===== src/rtl/vtr_pkg.sv =====
package vtr_pkg;

  // Saturating counter width able to hold TOTAL plus an overrun margin.
  function automatic int ctr_width(input int total);
    return $clog2(total + 1) + 1;
  endfunction

  // True when pos lies in [lo, lo+len).
  function automatic logic in_span(input int pos, input int lo, input int len);
    return (pos >= lo) && (pos < lo + len);
  endfunction

  typedef struct packed {
    logic hs;
    logic vs;
  } vtr_sync_t;

endpackage


===== src/rtl/vtr_in_stage.sv =====
module vtr_in_stage
  import vtr_pkg::*;
#(
  parameter int PIX_W    = 24,
  parameter bit SYNC_POL = 1'b1
) (
  input  logic             clk,
  input  logic             rst,
  input  logic [PIX_W-1:0] rgb_i,
  input  logic             hsync_i,
  input  logic             vsync_i,
  output logic [PIX_W-1:0] rgb_s1,
  output vtr_sync_t        raw_s1,
  output logic             h_lead,
  output logic             v_lead
);

  logic hs_on, vs_on;
  logic hs_prev;
  logic vs_at_h;

  // Normalised (asserted = 1) view of the registered syncs.
  assign hs_on  = (raw_s1.hs == SYNC_POL);
  assign vs_on  = (raw_s1.vs == SYNC_POL);
  assign h_lead = hs_on & ~hs_prev;
  assign v_lead = h_lead & vs_on & ~vs_at_h;

  always_ff @(posedge clk) begin
    if (rst) begin
      rgb_s1  <= '0;
      raw_s1  <= '{hs: ~SYNC_POL, vs: ~SYNC_POL};
      hs_prev <= 1'b0;
      vs_at_h <= 1'b0;
    end else begin
      rgb_s1    <= rgb_i;
      raw_s1.hs <= hsync_i;
      raw_s1.vs <= vsync_i;
      hs_prev   <= hs_on;
      if (h_lead) vs_at_h <= vs_on;
    end
  end

endmodule


===== src/rtl/vtr_span_ctr.sv =====
module vtr_span_ctr
  import vtr_pkg::*;
#(
  parameter int ACTIVE = 1280,
  parameter int SKIP   = 260,
  parameter int TOTAL  = 1650
) (
  input  logic clk,
  input  logic rst,
  input  logic step,
  input  logic lead,
  output logic win,
  output logic seen,
  output logic len_bad,
  output logic over
);

  localparam int CW = ctr_width(TOTAL);

  logic [CW-1:0] cnt_r, inc, pos;

  always_comb begin
    inc = (cnt_r == {CW{1'b1}}) ? cnt_r : cnt_r + CW'(1);
    if (lead)      pos = '0;
    else if (step) pos = inc;
    else           pos = cnt_r;
  end

  always_ff @(posedge clk) begin
    if (rst) begin
      cnt_r <= '0;
      seen  <= 1'b0;
    end else begin
      cnt_r <= pos;
      if (lead) seen <= 1'b1;
    end
  end

  assign win     = in_span(int'(pos), SKIP, ACTIVE);
  assign len_bad = lead & seen & (cnt_r != CW'(TOTAL - 1));
  assign over    = step & ~lead & seen & (inc == CW'(TOTAL));

endmodule


===== src/rtl/vtr_lock.sv =====
module vtr_lock #(
  parameter int LOCK_FRAMES = 2
) (
  input  logic clk,
  input  logic rst,
  input  logic v_lead,
  input  logic v_seen,
  input  logic line_bad,
  input  logic frame_len_bad,
  input  logic frame_over,
  output logic locked
);

  localparam int GW = $clog2(LOCK_FRAMES + 1);

  logic [GW-1:0] good_r;
  logic          dirty_r;
  logic          mid_bad, frame_bad;

  assign mid_bad   = line_bad | frame_over;
  assign frame_bad = frame_len_bad | dirty_r | line_bad;

  always_ff @(posedge clk) begin
    if (rst) begin
      good_r  <= '0;
      dirty_r <= 1'b0;
      locked  <= 1'b0;
    end else if (v_lead) begin
      dirty_r <= 1'b0;
      if (v_seen) begin
        if (frame_bad) begin
          good_r <= '0;
          locked <= 1'b0;
        end else begin
          if (good_r != GW'(LOCK_FRAMES)) good_r <= good_r + GW'(1);
          if (good_r >= GW'(LOCK_FRAMES - 1)) locked <= 1'b1;
        end
      end
    end else if (mid_bad) begin
      good_r  <= '0;
      dirty_r <= 1'b1;
      locked  <= 1'b0;
    end
  end


  lock_rise_chk: assert property (@(posedge clk) disable iff (rst)
    $rose(locked) |-> $past(v_lead));


  lock_drop_chk: assert property (@(posedge clk) disable iff (rst)
    (mid_bad && !v_lead) |=> !locked);


  frame_drop_chk: assert property (@(posedge clk) disable iff (rst)
    (v_lead && v_seen && frame_len_bad) |=> !locked);

endmodule


===== src/rtl/vtr_sync_recover.sv =====
module vtr_sync_recover
  import vtr_pkg::*;
#(
  parameter int COMP_W      = 8,
  parameter int H_ACTIVE    = 1280,
  parameter int H_FP        = 110,
  parameter int H_SYNC      = 40,
  parameter int H_BP        = 220,
  parameter int V_ACTIVE    = 720,
  parameter int V_FP        = 5,
  parameter int V_SYNC      = 5,
  parameter int V_BP        = 20,
  parameter bit SYNC_POL    = 1'b1,
  parameter int LOCK_FRAMES = 2
) (
  input  logic                  clk,
  input  logic                  rst,
  input  logic                  hsync_i,
  input  logic                  vsync_i,
  input  logic [3*COMP_W-1:0]   rgb_i,
  output logic [3*COMP_W-1:0]   rgb_o,
  output logic                  hsync_o,
  output logic                  vsync_o,
  output logic                  active_o,
  output logic                  locked_o
);

  localparam int PIX_W   = 3 * COMP_W;
  localparam int H_TOTAL = H_ACTIVE + H_FP + H_SYNC + H_BP;
  localparam int V_TOTAL = V_ACTIVE + V_FP + V_SYNC + V_BP;

  logic [PIX_W-1:0] rgb_s1;
  vtr_sync_t        raw_s1;
  logic             h_lead, v_lead;
  logic             h_win, h_seen, h_len_bad, h_over;
  logic             v_win, v_seen, v_len_bad, v_over;

  vtr_in_stage #(.PIX_W(PIX_W), .SYNC_POL(SYNC_POL)) u_in (
    .clk(clk), .rst(rst), .rgb_i(rgb_i), .hsync_i(hsync_i), .vsync_i(vsync_i),
    .rgb_s1(rgb_s1), .raw_s1(raw_s1), .h_lead(h_lead), .v_lead(v_lead)
  );

  vtr_span_ctr #(.ACTIVE(H_ACTIVE), .SKIP(H_SYNC + H_BP), .TOTAL(H_TOTAL)) u_hctr (
    .clk(clk), .rst(rst), .step(1'b1), .lead(h_lead),
    .win(h_win), .seen(h_seen), .len_bad(h_len_bad), .over(h_over)
  );

  vtr_span_ctr #(.ACTIVE(V_ACTIVE), .SKIP(V_SYNC + V_BP), .TOTAL(V_TOTAL)) u_vctr (
    .clk(clk), .rst(rst), .step(h_lead), .lead(v_lead),
    .win(v_win), .seen(v_seen), .len_bad(v_len_bad), .over(v_over)
  );

  vtr_lock #(.LOCK_FRAMES(LOCK_FRAMES)) u_lock (
    .clk(clk), .rst(rst), .v_lead(v_lead), .v_seen(v_seen & h_seen),
    .line_bad(h_len_bad | h_over), .frame_len_bad(v_len_bad),
    .frame_over(v_over), .locked(locked_o)
  );

  // Output stage: every stream signal passes one more register here.
  always_ff @(posedge clk) begin
    if (rst) begin
      rgb_o    <= '0;
      hsync_o  <= ~SYNC_POL;
      vsync_o  <= ~SYNC_POL;
      active_o <= 1'b0;
    end else begin
      rgb_o    <= rgb_s1;
      hsync_o  <= raw_s1.hs;
      vsync_o  <= raw_s1.vs;
      active_o <= h_win & v_win & locked_o;
    end
  end

  // Run-length counter of consecutive active outputs, used by the check below.
  localparam int RW = $clog2(H_ACTIVE + 2);
  logic [RW-1:0] run_r;
  always_ff @(posedge clk) begin
    if (rst || !active_o) run_r <= '0;
    else if (run_r != {RW{1'b1}}) run_r <= run_r + RW'(1);
  end


  act_needs_lock_chk: assert property (@(posedge clk) disable iff (rst)
    active_o |-> $past(locked_o));


  act_outside_sync_chk: assert property (@(posedge clk) disable iff (rst)
    active_o |-> ((hsync_o != SYNC_POL) && (vsync_o != SYNC_POL)));


  act_run_len_chk: assert property (@(posedge clk) disable iff (rst)
    active_o |-> (run_r < RW'(H_ACTIVE)));

endmodule


===== config.mk =====
export PLATFORM = sky130hd
export DESIGN_NAME = vtr_sync_recover
export DESIGN_NICKNAME = d
export VERILOG_FILES = /design/src/rtl/vtr_pkg.sv /design/src/rtl/vtr_in_stage.sv /design/src/rtl/vtr_span_ctr.sv /design/src/rtl/vtr_lock.sv /design/src/rtl/vtr_sync_recover.sv
export SDC_FILE = /design/constraint.sdc
export NUM_CORES = 1
export LEC_CHECK = 0
export BUFFER_PORTS_ARGS = -buffer_cell sky130_fd_sc_hd__buf_2
export CAP_MARGIN = 15
export CELL_PAD_IN_SITES_DETAIL_PLACEMENT = 0
export CELL_PAD_IN_SITES_GLOBAL_PLACEMENT = 2
export CORE_ASPECT_RATIO = 0.8
export CORE_MARGIN = 2
export CORE_UTILIZATION = 34
export DETAILED_ROUTE_END_ITERATION = 16
export GPL_TIMING_DRIVEN = 0
export HOLD_SLACK_MARGIN = 0.02
export PLACE_DENSITY = 0.77
export SYNTH_ARGS = -nofsm -noshare
export SYNTH_HDL_FRONTEND = slang
export SYNTH_SLANG_ARGS = --single-unit

===== constraint.sdc =====
create_clock -name clk -period 2.6 [get_ports clk]
set_input_delay 0.78 -clock clk [delete_from_list [all_inputs] [get_ports clk]]
set_output_delay 0.78 -clock clk [all_outputs]
set_load 0.05 [all_outputs]

==> results.md <==
- Status: finished, final reports clean
- Crit Path Category: flop to flop
- Max-Slew Margin vs Limit: 62.3%
- Initial antenna violation count: 0
- P_leak: 0.00173 uW
- Dpl hpwl: 5700 um
- Detailed Routing Iterations Pass 1: 4
- Core Box Area: 0.0102 mm2
- Startpoint types: flop
- Grt ovf: 0
- Chip height: 95.0 um
- Comb pwr share: 7.9%
- Clock share of power: 44.1%
- Max Cap Violations: 0
- Final period utilization: 94.3%
- CTS tree: built
- First-pass GRT wire length: 13,200 um
- Syn Area/Cell: 9.10 um2
- Final min period: 2.45 ns
- Top cell family by delay on the critical path: simple AND/OR/NAND/NOR gates
- Die area: 0.0112 mm2
- Pint: 2070 uW
- Ys flop type: dfxtp_1
- Yosys reg bits: 83
- Sw frac: 25.8%
- Slew Viols, Final: 0
- Crit. End Element: flop
- Layout cells sized above 1: 23.0%
- Final Hold Viols: 0
- P_sw: 721 uW
- Buf/Inv on CP: 2
- Max Fclk: 408 MHz
- Inserted Clock Buffers: 9
- CTS max path bufs: 2
- Row Count: 33
- # H-tree levels: 3
- Max Used Layer: met4
- Nets@finish: 489
- WP data required: 2.86 ns
- Slowest-stage cell, CP: or4_4
- Vias per cell: 4.77
- EDFF count, synth: 0
- Wire length on met2: 3150 um
- Clock tree sinks: 83
- DR iter-0 viols: 239
- Measured slew at the worst slew-check pin: 0.565 ns
- GRT Total Usage: 14.8%
- Vias: 2,859
- Antenna Cells: 0
- Hold Path Class: flop to flop
- Critical path's largest stage delay: 0.45 ns
- Hold bufs inserted after CTS: 0
- VDD IR max: 0.412 mV
- Pwr/cell area: 643 mW/mm2
- Clk slew on worst S/H paths: 0.07 ns
- Post-Syn Nets: 421
- Met3 routed WL: 499 um
- # IOs: 56
- Clk_skew: 0.00591 ns
- Fraction of registers with async set or reset after synthesis: 0%
- YS warnings: 0
- Synthesized area: 0.00352 mm2
- Crit-path cells: clkbuf_2 -> inv_1 -> ha_1 -> nand4bb_1 -> or4_4 -> a2111oi_4 -> nor3b_2 -> and2_1 -> a21oi_1 -> a211oi_2
- Final Wtd Congestion: 0.852
- Vias in the first global route: 2,623
- WL final: 7910 um
- Met1 WL: 4200 um
- Final setup fails: 0
- Clk_lat worst skew: 0.34 ns
- Die Wd: 118 um
- Final Power: 2790 uW
- Count of different cell masters after synthesis: 55
- Fill cells: 1,050
- Layout area overhead: 23.1%
- Synth Instances: 387
- Wire length per cell: 13.2 um
- Seq/Total Area, Yosys: 47.2%
- CP Data Arrival Time: 2.71 ns
- # DRC: 0
- Pin count of the biggest net entering global routing: 18
- Pre-CTS setup slack: -0.0648 ns
- Port buffer count: 55
- Final ANT Viol Nets: 0
- R2R setup slack: 0.15 ns
- Setup WS post-layout: 0.149 ns
- Root Driver: clkbuf_16
- CP max FO: 9
- Starting density of the core: 34.7%
- Sequential share of power: 48.0%
[final timing paths]
| kind | start | to | cells after the start |
|---|---|---|---|
| setup reg to reg | u_vctr.cnt_r[1]$_SDFF_PP0_ | u_lock.good_r[1]$_SDFFE_PP0P_ | 10 |
| setup / recovery | u_vctr.cnt_r[1]$_SDFF_PP0_ | u_lock.good_r[1]$_SDFFE_PP0P_ | 10 |
| hold / removal | u_in.rgb_s1[15]$_SDFF_PP0_ | rgb_o[15]$_SDFF_PP0_ | 1 |
| hold reg to reg | u_in.rgb_s1[15]$_SDFF_PP0_ | rgb_o[15]$_SDFF_PP0_ | 1 |
[final cells by class]
class	count	area, um2	area share (%)
Multi-Input combinational cell	264	1740	40.0
Sequential cell	83	1670	38.4
Timing Repair Buffer	57	290	6.69
Clock buffer	9	225	5.19
Tap cell	140	175	4.04
Buffer	31	146	3.38
Clock inverter	7	62.6	1.44
Inverter	9	33.8	0.779
[cells in the final DEF, fill, tap and decap left out, types with 9 or more instances in the layout]
master and count:
clkbuf_1 15, nor2_1 38, nand2_1 19, dfxtp_1 81, buf_2 64, a21oi_1 10, clkbuf_16 9, inv_1 9
nor2b_1 55, nand3_1 13
[state kept, by name, summed over array words and instances (netlist names)]
signal          flops
u_lock.good_r       2
u_lock.dirty_r      1
u_in.vs_at_h        1
u_in.hs_prev        1
u_in.vs_on          1
u_hctr.cnt_r       12
u_in.hs_on          1
u_lock.locked       1
u_vctr.seen         1
u_hctr.seen         1
u_vctr.cnt_r       11
u_in.rgb_s1        24
rgb_o              24
active_o            1
vsync_o             1
[timing repair]
action | CTS | global route
pin swaps | 0 | 3
gates resized for setup | 1 | 17
setup buffers | 0 | 2
setup endpoints to repair | 3 | 5
[cells in the mapped netlist, types with 7 or more instances]
master	count	area, um2
buf_2	11	55.1
nand3_1	13	65.1
nor2_1	38	143
inv_1	9	33.8
a21oi_1	11	55.1
xor2_1	8	70.1
nor2b_1	55	344
nand2_1	19	71.3
and3_1	8	50.1
clkbuf_1	17	63.8
dfxtp_1	83	1660
o21ai_0	7	35.0
[per-stage QoR]
step,hold slack (ns),instance area (um2),setup TNS [ns],utilization (%),cells
after CTS,0.436,4270,0,42.0,598
final,0.435,4340,0,42.7,600
after detailed placement,0.422,3970,-0.116,39.1,582
after global placement,0.415,3970,-0.349,39.1,582
after global routing,0.448,4340,-0.00914,42.7,600
after floorplan,0.414,3520,0,-,387
[power by group through the flow]
stage	registers [uW]	clock network (uW)	logic, uW
global route	1340	1330	243
finish	1340	1230	221
CTS	1340	1270	220
global placement	1370	0	218
detailed placement	1370	0	218
floorplan	1420	0	97.6
[layer usage]
metal,vias up,track usage [%]
met1,1307,21.3
li1,1479,-
met5,-,0
met2,67,20.4
met4,0,4.32
met3,6,5.56
[kinds of logic (layout without fill, tap and decap cells)]
| group | count (synthesis) | after routing | synth area share, % |
|---|---|---|---|
| simple gates | 181 | 181 | 29.0 |
| flops | 83 | 83 | 47.2 |
| compound gates | 63 | 63 | 13.3 |
| buf+inv | 40 | 113 | 4.87 |
| mux | 2 | 2 | 0.568 |
| xor+xnor | 12 | 12 | 2.98 |
| fa+ha+maj | 6 | 6 | 2.13 |
Power figures use the tool's default switching activity.
